<file path="config.mk">
export PLATFORM = sky130hd
export DESIGN_NAME = trace_entry_unit
export DESIGN_NICKNAME = d
export VERILOG_FILES = /design/src/rtl/trace_pkg.sv /design/src/rtl/trace_detect.sv /design/src/rtl/trace_save_regs.sv /design/src/rtl/trace_entry_unit.sv
export SDC_FILE = /design/constraint.sdc
export NUM_CORES = 1
export LEC_CHECK = 0
export ABC_AREA = 1
export BUFFER_PORTS_ARGS = -buffer_cell sky130_fd_sc_hd__buf_2
export CORE_MARGIN = 2
export CORE_UTILIZATION = 44
export CTS_BUF_LIST = sky130_fd_sc_hd__clkbuf_4
export DETAILED_ROUTE_END_ITERATION = 6
export PLACE_DENSITY = 0.85
export SYNTH_ARGS = -nofsm -noshare
export SYNTH_HDL_FRONTEND = slang
export SYNTH_HIERARCHICAL = 1
export SYNTH_SLANG_ARGS = --single-unit
</file>
<file path="constraint.sdc">
create_clock -name clk -period 1.4 [get_ports clk]
set_input_delay 0.28 -clock clk [delete_from_list [all_inputs] [get_ports clk]]
set_output_delay 0.28 -clock clk [all_outputs]
set_load 0.02 [all_outputs]
</file>
<file path="src/rtl/trace_pkg.sv">
package trace_pkg;
  localparam int WORD_W = 32;
  typedef logic [WORD_W-1:0] word_t;

  // state-word field positions, LSB = 0
  localparam int ST_LE  = 0;
  localparam int ST_RI  = 1;
  localparam int ST_IP  = 6;
  localparam int ST_BE  = 9;
  localparam int ST_SE  = 10;
  localparam int ST_ME  = 12;
  localparam int ST_ILE = 16;

  localparam word_t KEEP_MASK = (word_t'(1) << ST_IP) | (word_t'(1) << ST_ME);
endpackage

</file>
<file path="src/rtl/trace_detect.sv">
module trace_detect (
  input  logic cmp_valid,
  input  logic cmp_is_branch,
  input  logic cmp_is_rfi,
  input  logic cmp_faulted,
  input  logic other_irq,
  input  logic step_en,
  input  logic branch_en,
  output logic fire
);
  logic step_hit;
  logic branch_hit;

  always_comb begin
    step_hit   = step_en & ~cmp_is_rfi;
    branch_hit = branch_en & cmp_is_branch;
    fire       = cmp_valid & ~cmp_faulted & ~other_irq & (step_hit | branch_hit);
  end
endmodule

</file>
<file path="src/rtl/trace_save_regs.sv">
module trace_save_regs #(
  parameter int W       = 32,
  parameter int STICKY  = 1
) (
  input  logic           clk,
  input  logic           rst,
  input  logic           fire,
  input  logic [W-1:0]   next_addr,
  input  logic [W/2-1:0] msr_low,
  input  logic           wr_en,
  input  logic           sel,
  input  logic [W-1:0]   wr_data,
  output logic [W-1:0]   rd_data
);
  localparam int HALF = W / 2;

  logic [W-1:0] ret_q;
  logic [W-1:0] st_q;
  logic [W-1:0] st_next;

  always_comb begin
    st_next              = '0;
    st_next[HALF-1:0]    = msr_low;
    st_next[STICKY]      = st_q[STICKY] & msr_low[STICKY];
  end

  always_ff @(posedge clk) begin
    if (rst) begin
      ret_q   <= '0;
      st_q    <= '0;
      rd_data <= '0;
    end else begin
      if (fire) begin
        ret_q <= next_addr;
        st_q  <= st_next;
      end else if (wr_en) begin
        if (sel) st_q  <= wr_data;
        else     ret_q <= wr_data;
      end
      rd_data <= sel ? st_q : ret_q;
    end
  end


  st_upper_clear_chk: assert property (@(posedge clk) disable iff (rst)
    $past(fire) && !$past(rst) |-> st_q[W-1:HALF] == '0);


  sticky_bit_chk: assert property (@(posedge clk) disable iff (rst)
    $past(fire) && !$past(rst) && !$past(msr_low[STICKY]) |-> !st_q[STICKY]);


  ret_load_chk: assert property (@(posedge clk) disable iff (rst)
    $past(fire) && !$past(rst) |-> ret_q == $past(next_addr));
endmodule

</file>
<file path="src/rtl/trace_entry_unit.sv">
module trace_entry_unit #(
  parameter logic [31:0] VEC_OFFSET = 32'h0000_0D00,
  parameter logic [31:0] HI_BASE    = 32'hFFF0_0000
) (
  input  logic        clk,
  input  logic        rst,
  input  logic        cmp_valid,
  input  logic [31:0] cmp_next_addr,
  input  logic        cmp_is_branch,
  input  logic        cmp_is_rfi,
  input  logic        cmp_faulted,
  input  logic        other_irq,
  input  logic [31:0] msr_in,
  input  logic        rp_wr,
  input  logic        rp_sel,
  input  logic [31:0] rp_wdata,
  output logic [31:0] rp_rdata,
  output logic        redirect,
  output logic [31:0] redirect_addr,
  output logic        msr_load,
  output logic [31:0] msr_out
);
  import trace_pkg::*;

  localparam int HALF = WORD_W / 2;

  logic  fire;
  word_t new_msr;
  word_t vec_addr;

  trace_detect u_detect (
    .cmp_valid     (cmp_valid),
    .cmp_is_branch (cmp_is_branch),
    .cmp_is_rfi    (cmp_is_rfi),
    .cmp_faulted   (cmp_faulted),
    .other_irq     (other_irq),
    .step_en       (msr_in[ST_SE]),
    .branch_en     (msr_in[ST_BE]),
    .fire          (fire)
  );

  trace_save_regs #(.W(WORD_W), .STICKY(ST_RI)) u_save (
    .clk       (clk),
    .rst       (rst),
    .fire      (fire),
    .next_addr (cmp_next_addr),
    .msr_low   (msr_in[HALF-1:0]),
    .wr_en     (rp_wr),
    .sel       (rp_sel),
    .wr_data   (rp_wdata),
    .rd_data   (rp_rdata)
  );

  always_comb begin
    new_msr        = msr_in & KEEP_MASK;
    new_msr[ST_LE] = msr_in[ST_ILE];
    vec_addr       = (msr_in[ST_IP] ? HI_BASE : '0) + VEC_OFFSET;
  end

  always_ff @(posedge clk) begin
    if (rst) begin
      redirect      <= 1'b0;
      msr_load      <= 1'b0;
      redirect_addr <= '0;
      msr_out       <= '0;
    end else begin
      redirect <= fire;
      msr_load <= fire;
      if (fire) begin
        redirect_addr <= vec_addr;
        msr_out       <= new_msr;
      end
    end
  end


  no_trace_after_fault_chk: assert property (@(posedge clk) disable iff (rst)
    !$past(rst) && ($past(cmp_faulted) || $past(other_irq)) |-> !redirect);


  vector_offset_chk: assert property (@(posedge clk) disable iff (rst)
    redirect |-> redirect_addr[11:0] == VEC_OFFSET[11:0]);


  msr_clear_chk: assert property (@(posedge clk) disable iff (rst)
    msr_load |-> (msr_out & ~(KEEP_MASK | word_t'(1))) == '0);


  pulse_cause_chk: assert property (@(posedge clk) disable iff (rst)
    redirect |-> $past(cmp_valid) && msr_load);
endmodule

</file>
# Word level (Yosys, flattened, before mapping)

Index checks and enable logic that the tools add are counted.
Widths: inputs -> output; s select.

Register bits: 132
Output and inout port bits: 98
Input bits: 105
Logic and storage cells: 33

Reduce and logical (&&, ||, !) cells: 6
Equality and inequality tests: 1
Bitwise logic cells: 10
Add/subtract/negate cells: 1
Muxes and demuxes: 8

Operators with widths:

| cell                   | number |
|---|---|
| $mux 32                | 5 |
| $mux 16                | 3 |
| $add 32x12->32 const B | 1 |
| $and 1x1->1            | 6 |
| $reduce_and 2->1       | 3 |
| $reduce_bool 2->1      | 2 |
| $not 1->1              | 3 |
| $ne 2x1->1 const B     | 1 |
| $reduce_or 2->1        | 1 |
| $or 1x1->1             | 1 |

# Logic depth before layout (Yosys ltp)

Word-level depth: 6
Gate-level depth with buffers: 11
Gate-level depth less buffers: 9

# Cells and area by module

The synthesis kept the hierarchy.

Modules (own cells, without submodules):

| module           | area each (um^2) | seq. area each (um^2) | instances | cells each |
|---|---|---|---|---|
| trace_save_regs  | 3,887.5          | 1,921.8               | 1         | 556 |
| trace_entry_unit | 655.6            | 100.1                 | 1         | 88 |
| trace_detect     | 32.5             | 0.0                   | 1         | 8 |

# Worst setup path before layout

No wires, ideal clock.

Path type: input to register
Start: input port cmp_faulted
End: register u_save.ret_q[17]
Arrival time: 1.378 ns
Stages on the path: 10
Slack: -0.092 ns
Buffers on the path: 2
Data required time: 1.287 ns
Setup time: 0.113 ns
Cell sequence: nor2_1 -> nand2_1 -> nor2_1 -> inv_2 -> buf_4 -> buf_2 -> nand2_1 -> nand2_1 -> nor2_1 -> nor2_1

Word-level cells in the longest chain between the ends: 6
Elaborated cells on any way between the ends: 8
Classes of those cells: eq/ne (1); mux (1); bitwise (4); reduce/logical (2)

RTL lines:

| element                                                   | RTL line               | source |
|---|---|---|
| from (decl)                                               | trace_entry_unit.sv:11 | `input logic cmp_faulted,` |
| $not 1->1 *                                               | trace_detect.sv:17     | `fire = cmp_valid & ~cmp_faulted & ~other_irq & (step_hit \| branch_hit);` |
| $and 1x1->1 * (3 in a row)                                | trace_detect.sv:17     |  |
| named net fire                                            | trace_entry_unit.sv:27 | `logic fire;` |
| $ne 2x1->1 (no line) or $reduce_bool 2->1 (tied branches) | n/a                    |  |
| $reduce_and 2->1 (no line)                                | n/a                    |  |
| to (signal assigned)                                      | trace_save_regs.sv:34  | `ret_q <= next_addr;` |
| to (signal assigned)                                      | trace_save_regs.sv:38  | `else ret_q <= wr_data;` |
| to (decl)                                                 | trace_save_regs.sv:17  | `logic [W-1:0] ret_q;` |

Mark *: on every way through the listed nets, which the timed path passes. The rest lies on a longest branch.
A chain may end at the register's enable or synchronous reset.

==> metrics <==
outcome finished clean; Required @ worst endpoint 1120 ps; antenna-violating nets left 0; end of the worst hold path u_save/st_q[21]; clock latency on the worst-skew pair between 400 and 500 ps; Logic pwr share 0.182; worst setup slack for register-to-register paths 640 ps; sequential fraction of the synthesis area 0.442; startpoint class of the critical path flip-flop; CTS tree yes; area of the multi-input gates 0.00203 sq mm; synthesized-area fraction occupied by adder cells 0; share of synthesized cell area in and, or, nand and nor gates 0.293; min setup slack post-route 68.9 ps; relative area change from synthesis to final layout 18.0%; fraction of final layout cells sized beyond drive strength 1 0.256; final routed wirelength across all metal layers 11600 um; core region area 0.0102 sq mm; cell area power density 1040 mW/mm^2; number of antenna violations at the first check in global routing 1; HPWL after detailed placement 8160 um; Buffers & Inverters on Critical Path 1; FF/Latch Area 0.00203 sq mm; arrival time at the worst endpoint 1050 ps; kind of critical path flip-flop to primary output; count of fill cells added during filler insertion 1014; height of the die 106 um; num ports 203; Unique masters post-synth 18; buffer cell driving the clock tree root sky130_fd_sc_hd__clkbuf_4; First-pass DRT Iterations 5; worst hold-check path type input pin to flip-flop; H-Tree Depth 3; maximum ir drop on the vdd rail about 480 uV; vias per std cell 4.65; non-filler instance count after layout 921; post-synthesis area per instance 7.02 sq um; cell with the largest stage delay on the worst path sky130_fd_sc_hd__dfxtp_4; Tcrit/Tclk final 0.951; Tmin final around 1300 ps; flop and latch count out of synthesis 101; number of buffers inserted during clock tree synthesis 9; unrepaired setup endpoints after global routing yes; Pleak between 2 and 3 nW; launching element of the worst setup path msr_out[6]; gr ovfl total 0; global-route wire length before repair 18400 um; Net Sw Frac 0.300; combinational family with the most area after synthesis simple AND/OR/NAND/NOR gates; cell breakdown of the critical path buf_2; kind of end point of the critical path primary output; vias after detailed routing 4281; final-report max-slew violation count 0; Hold Path Origin rp_wdata[21]; Final nets 884; length in cells of the worst reg-to-reg path 4; post-synthesis cell area 0.00458 sq mm; Sink Count between 100 and 150; placed cell count 904; net switching power between 1.5 and 2 mW; CP max stage delay 430 ps; crit-path leading delay family flip-flops; number of global-route vias before repair approximately 3800; internal cell power around 4 mW; Reg-to-Reg Start u_save/st_q[1]; total die area around 0.011 sq mm; maximum number of pins on one net before global-route repair 31; endpoints failing hold 0; num rows 37; worst clock skew 15.5 ps; Max Cap Viol 0; setup slack after placement -183 ps; Worst Hold Depth 3; DRC violation count after routing 0; sequential share of power 0.554; WL per Instance 12.6 um; DRT iter0 DRCs roughly 270; clock transition at the register clock pins on the worst setup and hold paths after CTS 160 ps; die span in x 106 um; Post-Synthesis Cells 652; count of input and output buffers approximately 140; most common cell after layout, fill and taps aside sky130_fd_sc_hd__nand2_1; largest fanout on the critical path 14; share of the synthesized area in compound gates (AO/OA/AOI/OAI) 0.110; Total GRT Usage 0.205; power share of the clock group 0.264; multiplexer share of the synthesized area 0; number of setup violations in the final report 0; Peak Freq 0.751 GHz; effective utilization at floorplan 0.447; Max clock buf depth 2; most frequent cells in the layout sky130_fd_sc_hd__nand2_1, sky130_fd_sc_hd__buf_2, sky130_fd_sc_hd__nor2_1, sky130_fd_sc_hd__dfxtp_1, sky130_fd_sc_hd__o21ai_0; reg-to-reg endpoint u_save/st_q[1]; routability cong. a little under 0.8; xor-xnor portion of the synthesized cell area 0; Synth Warn # 6
## how the worst max path moves through the flow
stage,endpoint,cells past startpoint
after CTS,redirect_addr[27],1
after floorplan,u_save/ret_q[17],10
after detailed placement,u_save/ret_q[8],9
final,redirect_addr[27],1
after global placement,u_save/ret_q[8],9
after global routing,redirect_addr[27],1
## cells in the mapped netlist
master / n / area share
sky130_fd_sc_hd__clkbuf_1: 17 / 0.014
sky130_fd_sc_hd__nor2_2: 2 / 0.0027
sky130_fd_sc_hd__inv_1: 7 / 0.0057
sky130_fd_sc_hd__buf_2: 16 / 0.018
sky130_fd_sc_hd__dfxtp_1: 101 / 0.44
sky130_fd_sc_hd__conb_1: 1 / 0.00082
sky130_fd_sc_hd__nand2_2: 3 / 0.0041
sky130_fd_sc_hd__clkinv_2: 1 / 0.0011
sky130_fd_sc_hd__nand2_4: 3 / 0.0074
sky130_fd_sc_hd__inv_2: 5 / 0.0041
sky130_fd_sc_hd__o21ai_1: 12 / 0.013
sky130_fd_sc_hd__buf_4: 65 / 0.11
sky130_fd_sc_hd__nand3_1: 35 / 0.038
sky130_fd_sc_hd__a21oi_1: 39 / 0.043
sky130_fd_sc_hd__buf_6: 2 / 0.0049
sky130_fd_sc_hd__nor2_1: 126 / 0.10
sky130_fd_sc_hd__nand2_1: 167 / 0.14
sky130_fd_sc_hd__o21ai_0: 50 / 0.055
## power groups by stage
| stage | Clock (mW) | Sequential, mW | Combinational (mW) |
|---|---|---|---|
| final | 1.49 | 3.13 | 1.02 |
| after global routing | 1.66 | 3.15 | 1.14 |
| after CTS | 1.52 | 3.12 | 1.03 |
| after detailed placement | 0 | 3.19 | 1.02 |
| after global placement | 0 | 3.18 | 1.01 |
| after floorplan | 0 | 3.25 | 0.690 |
## cell type report
| cell class | instances | area share |
|---|---|---|
| clock buffers | 9 | 0.0125 |
| clock inverters | 7 | 0.0123 |
| flip-flops and latches | 101 | 0.375 |
| multi-input cells | 483 | 0.375 |
| repair buffers | 171 | 0.184 |
| inverters | 13 | 0.00927 |
| diodes | 1 | 0.000463 |
| well taps | 136 | 0.0315 |
## metrics by stage
| stage | total power [mW] | area [sq um] | TNS [ps] | hold slack [ps] | util |
|---|---|---|---|---|---|
| floorplan | 3.94 | 4750 | 0 | 351 | - |
| global placement | 4.19 | 5260 | -5490 | 439 | 0.514 |
| detailed placement | 4.21 | 5260 | -7580 | 446 | 0.514 |
| CTS | 5.68 | 5400 | 0 | 74.5 | 0.528 |
| global route | 5.95 | 5400 | -157 | 64.8 | 0.528 |
| finish | 5.64 | 5400 | 0 | 105 | 0.528 |
## registers in the layout, indices dropped and copies added, names as in the netlist
| name | flops |
|---|---|
| u_save/ret_q | 32 |
| msr_load | 1 |
| u_save/st_q | 32 |
| redirect_addr | 1 |
| u_save/rd_data | 32 |
| msr_out | 3 |
## worst min-delay path: stages
cell and delay [ps]:
sky130_fd_sc_hd__buf_2 90, sky130_fd_sc_hd__o21ai_0 70, sky130_fd_sc_hd__nor2_1 70
## layer usage
layer,vias up,share of wire,global-route usage
li1,2202,-,-
met3,7,0.069,0.0466
met1,1912,0.45,0.269
met4,0,0.0087,0.0526
met2,160,0.47,0.344
met5,-,0,0
## cell families (layout without fill, tap and decap cells)
logic type,Yosys count,in the layout
AOI/OAI and AO/OA,101,101
buffers and inverters,113,200
DFF,101,101
other,1,47
and+or+nand+nor,336,336
## what timing repair did
item	in CTS	in global routing
setup buffers	0	0
hold buffers	0	0
gates resized for setup	2	0
hold endpoints to repair	0	0
endpoints found under the setup margin	13	13
(Power assumes the default switching activity.)
